`config.mk`:
```
export PLATFORM = sky130hd
export DESIGN_NAME = carry_skip_addsub
export DESIGN_NICKNAME = d
export VERILOG_FILES = /design/src/rtl/csa_pkg.sv /design/src/rtl/csa_operand.sv /design/src/rtl/csa_group.sv /design/src/rtl/csa_skip2.sv /design/src/rtl/carry_skip_addsub.sv
export SDC_FILE = /design/constraint.sdc
export NUM_CORES = 1
export LEC_CHECK = 0
export ABC_AREA = 1
export CAP_MARGIN = 20
export CORE_ASPECT_RATIO = 0.6
export CORE_UTILIZATION = 38
export DETAILED_ROUTE_END_ITERATION = 16
export GPL_TIMING_DRIVEN = 0
export PLACE_DENSITY = 0.81
export SLEW_MARGIN = 20
export SYNTH_ARGS = -nofsm -noshare
export SYNTH_HDL_FRONTEND = slang
export SYNTH_SLANG_ARGS = --single-unit
```
`constraint.sdc`:
```
create_clock -name vclk -period 11.17
set_clock_uncertainty 0.05 [all_clocks]
set_input_delay 2.234 -clock vclk [all_inputs]
set_output_delay 2.234 -clock vclk [all_outputs]
set_load 0.005 [all_outputs]
```
`src/rtl/csa_pkg.sv`:
```
// Package: shared types for the carry-skip adder/subtractor.
// Assumes: nothing beyond IEEE 1800-2017 packed structs.
package csa_pkg;

    // Per-bit carry status pair: generate and propagate.
    typedef struct packed {
        logic gen;
        logic prp;
    } bit_stat_t;

    // Carry status of a single bit position.
    function automatic bit_stat_t bit_status(input logic a, input logic b);
        bit_stat_t r;
        r.gen = a & b;
        r.prp = a ^ b;
        return r;
    endfunction

endpackage

```
`src/rtl/csa_operand.sv`:
```
// Module: csa_operand
// Conditions the second operand for subtraction and forms the per-bit
// generate/propagate vectors. It also selects the low-order carry.
// Assumes: sub_mode is static for the duration of one evaluation.
module csa_operand #(
    parameter int WIDTH = 16
) (
    input  logic [WIDTH-1:0] op_a,
    input  logic [WIDTH-1:0] op_b,
    input  logic             carry_in,
    input  logic             sub_mode,
    output logic [WIDTH-1:0] gen_v,
    output logic [WIDTH-1:0] prp_v,
    output logic             carry0
);
    import csa_pkg::*;

    logic [WIDTH-1:0] b_eff;

    // Invert the subtrahend bitwise with the mode select.
    assign b_eff  = op_b ^ {WIDTH{sub_mode}};

    // Subtraction forces a carry of one into bit 0.
    assign carry0 = sub_mode ? 1'b1 : carry_in;

    // Per-bit generate and propagate.
    always_comb begin
        for (int i = 0; i < WIDTH; i++) begin
            bit_stat_t st;
            st       = bit_status(op_a[i], b_eff[i]);
            gen_v[i] = st.gen;
            prp_v[i] = st.prp;
        end
    end

    // in subtract mode the bit-0 carry is always one, whatever carry_in is.
    always_comb begin
        if (sub_mode) assert_sub_carry_R3: assert (carry0 == 1'b1);
    end

endmodule

```
`src/rtl/csa_group.sv`:
```
// Module: csa_group
// One ripple-carry group. It has a bypass mux on its carry-out that is
// steered by the AND of its propagate bits.
// Assumes: gen and prp come from the same bit pair (never both high).
module csa_group #(
    parameter int GW = 4
) (
    input  logic [GW-1:0] gen,
    input  logic [GW-1:0] prp,
    input  logic          ci,
    output logic [GW-1:0] s,
    output logic          co,
    output logic          bp
);
    logic rip_co;

    // Ripple the carry through the group and form the sum bits.
    always_comb begin
        logic c;
        c = ci;
        for (int i = 0; i < GW; i++) begin
            s[i] = prp[i] ^ c;
            c    = gen[i] | (prp[i] & c);
        end
        rip_co = c;
    end

    // Group propagate flag.
    assign bp = &prp;

    // Bypass mux: pass the carry-in straight on when the whole group propagates.
    assign co = bp ? ci : rip_co;

    // the skip path must agree with the rippled carry.
    always_comb begin
        assert_skip_equals_ripple_R6: assert (co == rip_co);
        if (bp) assert_prop_passes_carry_R4: assert (s == {GW{~ci}});
    end

endmodule

```
`src/rtl/csa_skip2.sv`:
```
// Module: csa_skip2
// Second-level bypass over SPAN adjacent groups. It is steered by the AND
// of their first-level propagate flags.
// Assumes: last_co is the first-level carry-out of the top group in the span.
module csa_skip2 #(
    parameter int SPAN = 2
) (
    input  logic [SPAN-1:0] grp_bp,
    input  logic            span_ci,
    input  logic            last_co,
    output logic            span_co
);
    // Jump over the whole span when every group in it propagates.
    assign span_co = (&grp_bp) ? span_ci : last_co;

    // the second-level jump must agree with the first-level chain.
    always_comb begin
        assert_span_skip_R8: assert (span_co == last_co);
    end

endmodule

```
`src/rtl/carry_skip_addsub.sv`:
```
// Module: carry_skip_addsub
// Combinational carry-skip adder/subtractor. It is built from GROUP-bit
// ripple groups, each with a bypass, plus an optional second bypass level
// over SPAN groups.
// Assumes: WIDTH is a multiple of GROUP, and WIDTH/GROUP is a multiple of
// SPAN when SKIP2 is set. No clock or reset: the block is purely combinational.
module carry_skip_addsub #(
    parameter int WIDTH = 16,
    parameter int GROUP = 4,
    parameter bit SKIP2 = 1'b1,
    parameter int SPAN  = 2
) (
    input  logic [WIDTH-1:0]       op_a,
    input  logic [WIDTH-1:0]       op_b,
    input  logic                   carry_in,
    input  logic                   sub_mode,
    output logic [WIDTH-1:0]       sum,
    output logic                   carry_out,
    output logic [WIDTH/GROUP-1:0] grp_prop
);
    localparam int NG = WIDTH / GROUP;

    // Elaboration-time checks on the configuration.
    if (WIDTH % GROUP != 0) begin : g_bad_width
        $error("WIDTH must be a multiple of GROUP");
    end
    if (SKIP2 && (NG % SPAN != 0)) begin : g_bad_span
        $error("group count must be a multiple of SPAN");
    end

    logic [WIDTH-1:0] gen_v;
    logic [WIDTH-1:0] prp_v;
    logic             carry0;
    logic [NG:0]      gc;
    logic [NG-1:0]    gco;

    csa_operand #(.WIDTH(WIDTH)) u_operand (
        .op_a     (op_a),
        .op_b     (op_b),
        .carry_in (carry_in),
        .sub_mode (sub_mode),
        .gen_v    (gen_v),
        .prp_v    (prp_v),
        .carry0   (carry0)
    );

    assign gc[0] = carry0;

    // One ripple group per GROUP bits, chained through gc.
    for (genvar gi = 0; gi < NG; gi++) begin : g_grp
        csa_group #(.GW(GROUP)) u_group (
            .gen (gen_v[gi*GROUP +: GROUP]),
            .prp (prp_v[gi*GROUP +: GROUP]),
            .ci  (gc[gi]),
            .s   (sum[gi*GROUP +: GROUP]),
            .co  (gco[gi]),
            .bp  (grp_prop[gi])
        );
    end

    // Carry into the next group: the second-level output at span boundaries.
    if (SKIP2) begin : g_lvl2
        localparam int NS = NG / SPAN;
        logic [NS-1:0] sco;
        for (genvar si = 0; si < NS; si++) begin : g_span
            csa_skip2 #(.SPAN(SPAN)) u_skip2 (
                .grp_bp  (grp_prop[si*SPAN +: SPAN]),
                .span_ci (gc[si*SPAN]),
                .last_co (gco[si*SPAN+SPAN-1]),
                .span_co (sco[si])
            );
        end
        for (genvar gi = 0; gi < NG; gi++) begin : g_link
            if ((gi + 1) % SPAN == 0) begin : g_span_end
                assign gc[gi+1] = sco[(gi+1)/SPAN-1];
            end else begin : g_inner
                assign gc[gi+1] = gco[gi];
            end
        end
    end else begin : g_lvl1
        assign gc[NG:1] = gco;
    end

    assign carry_out = gc[NG];

    // result matches a plain wide sum of the conditioned operands.
    always_comb begin
        if (!sub_mode)
            assert_add_result_R1: assert ({carry_out, sum} ==
                ({1'b0, op_a} + {1'b0, op_b} + {{WIDTH{1'b0}}, carry_in}));
        else
            assert_sub_result_R2: assert ({carry_out, sum} ==
                ({1'b0, op_a} + {1'b0, ~op_b} + {{WIDTH{1'b0}}, 1'b1}));
    end

endmodule

```
==> impl_results.md, run 1 <==
* Clock Buffer Count at 0
* Post-layout power at 123 µW
* Mapped Nets at 190
* Dpl cells at 210
* Final Cycle Share at 102%
* Layout cells sized above 1 at 27.4%
* Cells after Synth at 124
* IO Port Bufs at 54
* FMAX at 87.6 MHz
* Min cycle time layout at 11.42 ns
* Setup_tns at -0.349 ns
* First DRT Iteration DRCs at 22
* Area of the multi-input gates at 875 µm²
* Drt first pass iters at 3
* GRT met3 Usage at 0.481%
* Initial antenna violation count at 0
* Most Crowded Layer GR: met2
* Crit Path Max Fanout at 2
* Worst EP required at 8.89 ns
* Antenna Nets Post-Route at 0
* Vert. Die Dim at 42.3 µm
* Relative slew slack at 79.2%
* Gpl congestion at 0.735
* Hold WS at 5.15 ns
* VDD IR-drop max at 38.1 µV
* Met1 Use GR at 23.3%
* Hold Crit Class: in -> out
* Yosys cell types at 19
* Vias at 899
* Worst hold start: sub_mode
* Cts-stage hold buffer count at 0
* Final hold violations at 0
* Synth warnings at 0
* Mapped cell area at 1030 µm²
* Starting Density at 40.5%
* Worst slew pin tran at 0.309 ns
* Hold endpoint: carry_out
* Num ports at 55
* Grt met2 use at 38.6%
* Failing checks: negative setup slack
* CP startpoint kind: input pin
* Status: finished with violations
* Non-filler cells, final at 218
* GRT Util Overall at 19.0%
* WP data arrival at 9.14 ns
* Crit Path Class: in -> out
* Fillers at 184
* Row Count at 14
* Fin. max-slew vios at 0
* Final net count at 254
* Vias in the first global route at 984
* Register area share after synthesis at 0%
* Max-cap viol count at 0
* Sequential cell area at 0 µm²
* Hold Crit Depth at 9
* Pin count of the biggest net entering global routing at 11
* DRC errors left at 0
* Leakage at 0.882 nW
* Chip Width at 69.2 µm
* CP Capture Type: output pin
* Final worst slack at -0.251 ns
* Place WS at -1.09 ns
* Unrepaired setup endpoints after global routing: true
* Mean Syn Cell Area at 8.30 µm²
* Seq_cells at 0
* Area Overhead vs Synth at 69.4%
* First-pass GRT wire length at 4.38 mm
* Pwr/cell area at 70.7 nW/µm²
* Via density at 4.12
* Core area at 2540 µm²
* Die area at 2930 µm²
* Routed WL at 2.63 mm
* Final setup fails at 2
* Detailed placement HPWL at 2.31 mm
* Drt wl/cell at 12.1 µm
* Gr ovfl total at 0
* N_diodes at 0
==> layout by cell type (no fill, tap or decap), types with 2 or more instances in the layout <==
cell type,n
clkdlybuf4s15_1,2
clkdlybuf4s50_1,46
clkbuf_2,2
nor2_4,2
inv_1,44
o21ai_2,2
ha_1,16
nand3_2,3
nand2_1,9
nand2_2,2
buf_2,2
buf_4,12
fa_2,16
buf_8,2
inv_2,3
xnor2_1,13
==> critical path, cell delays in order <==
cell and delay (ns):
buf_8 0.10, xnor2_4 0.14, fa_2 0.36, fa_2 0.35, fa_2 0.35, fa_2 0.37, o21ai_2 0.09, nand2_2 0.08
fa_2 0.35, fa_2 0.37, fa_2 0.40, fa_2 0.34, or2_1 0.25, and2_4 0.17, fa_2 0.33, fa_2 0.34
fa_2 0.35, fa_2 0.34, o21ai_2 0.07, nand2_1 0.09, fa_2 0.34, fa_2 0.35, fa_2 0.34, inv_2 0.06
fa_2 0.42, clkbuf_2 0.12
==> timing repair <==
item	CTS	global route
buffers inserted	6	2
gates resized for setup	31	7
pin swaps	11	11
endpoints found under the setup margin	5	5
==> cell usage after synthesis <==
cell / n / share of area (%)
nor2_1: 1 / 0.36
buf_4: 4 / 2.9
nand2_1: 10 / 3.6
nand2_2: 1 / 0.61
o21ai_0: 1 / 0.49
or2_1: 1 / 0.61
ha_1: 16 / 19
inv_1: 47 / 17
buf_6: 1 / 1.1
xnor2_1: 15 / 13
and2_2: 1 / 0.73
o21ai_1: 1 / 0.49
xor2_1: 1 / 0.85
nor2_4: 2 / 2.2
nand4_1: 1 / 0.61
buf_8: 1 / 1.5
fa_1: 16 / 31
nor2_2: 1 / 0.61
nand3_2: 3 / 2.9
==> layer usage <==
| layer | wire length [µm] | vias up |
|---|---|---|
| met1 | 1140 | 418 |
| met4 | 21 | 0 |
| met2 | 1400 | 27 |
| li1 | - | 452 |
| met5 | 0 | - |
| met3 | 72 | 2 |
==> stage by stage <==
step	area (µm²)	utilization (%)
final	1740	68.7
after global routing	1740	68.7
after CTS	1730	68.0
after detailed placement	1660	65.3
after global placement	1660	65.3
after floorplan	1080	-
==> kinds of logic after synthesis <==
family | synth area share, %
adder cells (fa/ha/maj) | 50.5
buffers and inverters | 22.6
XOR/XNOR | 13.6
AND/OR/NAND/NOR | 12.3
AO/OA/AOI/OAI | 0.971
==> report_power, final <==
part           total (mW)  internal [mW]  leakage, nW  switching, mW
registers               0              0            0              0
logic               0.123         0.0728        0.882         0.0506
clock network           0              0            0              0
total               0.123         0.0728        0.882         0.0506
==> area by class of cell <==
class / count / share of cell area (%)
multi-input cells: 71 / 50.1
inverters: 47 / 10.1
repair buffers: 62 / 33.7
well taps: 32 / 2.30
plain buffers: 6 / 3.73
==> worst max-delay path by stage <==
stage	from	to	slack (ns)	cells after the start
after CTS	op_b[0]	sum[15]	-0.63	26
after floorplan	sub_mode	sum[15]	0.04	25
after global placement	op_b[0]	sum[15]	-0.99	26
final	op_b[0]	sum[15]	-0.25	26
after detailed placement	op_b[0]	sum[15]	-1.09	26
after global routing	op_b[0]	sum[15]	-0.40	26
(Power assumes the default switching activity.)
==> run 2: changes to the inputs <==
--- a/config.mk
+++ b/config.mk
@@ -12,6 +12,7 @@
 export DETAILED_ROUTE_END_ITERATION = 16
 export GPL_TIMING_DRIVEN = 0
 export PLACE_DENSITY = 0.81
+export SETUP_SLACK_MARGIN = 0.4
 export SLEW_MARGIN = 20
 export SYNTH_ARGS = -nofsm -noshare
 export SYNTH_HDL_FRONTEND = slang
==> impl_results.md, run 2 (same netlist as run 1, synthesis figures left out) <==
* Internal at 72.8 µW
* Post-layout power at 123 µW
* Critical path endpoint: sum[15]
* Crit Path Class: in -> out
* Switch Pwr at 50.1 µW
* WP data arrival at 9.05 ns
* Pwr/cell area at 71.0 nW/µm²
* Met1 wire length at 1.10 mm
* Hold WS at 5.14 ns
* First-pass GRT wire length at 4.42 mm
* Final hold violations at 0
* Final Core Density at 68.1%
* Final worst slack at -0.164 ns
* Placed cell area at 1680 µm²
* Worst slew pin tran at 0.310 ns
* Switch share at 40.8%
* Chip Width at 69.2 µm
* Hold Crit Class: in -> out
* Fin area at 1730 µm²
* CP Capture Type: output pin
* Crit Path Max Fanout at 4
* Final Cycle Share at 101%
* Worst EP required at 8.89 ns
* Crit path from: sub_mode
* Most frequent cells in the layout: inv_1, clkdlybuf4s50_1, ha_1, fa_2, xnor2_1
* Cts-stage hold buffer count at 0
* DRC errors left at 0
* Max stage delay cell, worst path: fa_1
* Relative slew slack at 79.2%
* Top sig layer: met4
* Die area at 2930 µm²
* Core area at 2540 µm²
* Gr ovfl total at 0
* Clock Buffer Count at 0
* Sequential cell area at 0 µm²
* Min cycle time layout at 11.33 ns
* Area of the multi-input gates at 872 µm²
* Slowest Stage Delay on Critical Path at 0.38 ns
* Row Count at 14
* Met3 wire len at 96 µm
* Vias in the first global route at 1006
* Vert. Die Dim at 42.3 µm
* Routed WL at 2.53 mm
* Fillers at 200
* GRT Util Overall at 18.9%
* Via density at 4.19
* Leakage at 0.877 nW
* Clock network power share at 0%
* Final setup fails at 2
* Failing checks: negative setup slack
* Drt first pass iters at 3
* Seq_cells at 0
* Sequential Power Share at 0%
* First DRT Iteration DRCs at 11
* Vias at 904
* Unrepaired setup endpoints after global routing: true
* CP startpoint kind: input pin
* Pin count of the biggest net entering global routing at 11
* Drt wl/cell at 11.7 µm
* Worst hold start: sub_mode
* N_diodes at 0
* Initial antenna violation count at 0
* Final net count at 252
* Detailed placement HPWL at 2.32 mm
* Gate power share at 100.0%
* Antenna Nets Post-Route at 0
* FMAX at 88.2 MHz
* Most frequent CP cell: fa_2
* VDD IR-drop max at 31.6 µV
* Layout cells sized above 1 at 27.2%
* Num ports at 55
* Max-cap viol count at 0
* Starting Density at 40.5%
* Area Overhead vs Synth at 67.9%
* IO Port Bufs at 54
* Fin. max-slew vios at 0
* Gpl congestion at 0.761
* Wire length on met2 at 1.32 mm
* Status: finished with violations
run 2: changes by cell type in the layout (fill, tap and decap cells not counted), moves of 2 or more:
cell,previous run,this run
buf_6,0,2
clkbuf_2,2,0
clkdlybuf4s50_1,46,44
dlygate4sd2_1,0,2
clkdlybuf4s15_2,0,2
buf_4,12,10
clkdlybuf4s15_1,2,0
run 2: power groups by stage:
stage	combinational, mW	clock [mW]	sequential [mW]
floorplan	0.0564	0	0
detailed placement	0.122	0	0
finish	0.123	0	0
CTS	0.122	0	0
global placement	0.116	0	0
global route	0.137	0	0
run 2: worst min-delay path by stage:
stage           endpoint  slack, ns  cells past startpoint
2_1_floorplan    sum[15]       4.57                      1
6_report       carry_out       5.14                      8
5_1_grt        carry_out       5.19                      8
3_3_place_gp      sum[0]       5.32                      5
3_5_place_dp      sum[0]       5.34                      5
4_1_cts        carry_out       5.13                      8
run 2: what timing repair did:
| item | 4_1_cts | 5_1_grt |
|---|---|---|
| buffers inserted | 5 | 1 |
| setup endpoints to repair | 5 | 5 |
| resized for setup | 33 | 4 |
| pin swaps | 3 | 0 |
run 2: area by class of cell:
type / count / share of cell area (%)
buffer: 6 / 3.76
inverter: 47 / 10.2
multi-input combinational: 71 / 50.4
tap: 32 / 2.32
timing repair buffer: 60 / 33.3
run 2: metrics by stage:
step | TNS [ns] | cells | setup slack (ns)
CTS | -0.379 | 215 | -0.214
detailed placement | -3.13 | 210 | -1.01
global placement | -2.63 | 210 | -0.885
floorplan | 0 | 124 | 0.181
global route | -0.710 | 216 | -0.345
finish | -0.276 | 216 | -0.164
run 2: layer usage:
layer | global-route usage [%] | vias up
met4 | 1.63 | 0
met5 | 0 | -
met3 | 1.68 | 2
met2 | 37.7 | 29
li1 | - | 448
met1 | 23.0 | 425
run 2: critical path, delay by kind of cell:
family                   cells  cell delay, ns
adder cells (fa/ha/maj)     16            5.58
AND/OR/NAND/NOR              4            0.60
buffers and inverters        3            0.33
AO/OA/AOI/OAI                2            0.16
XOR/XNOR                     1            0.14
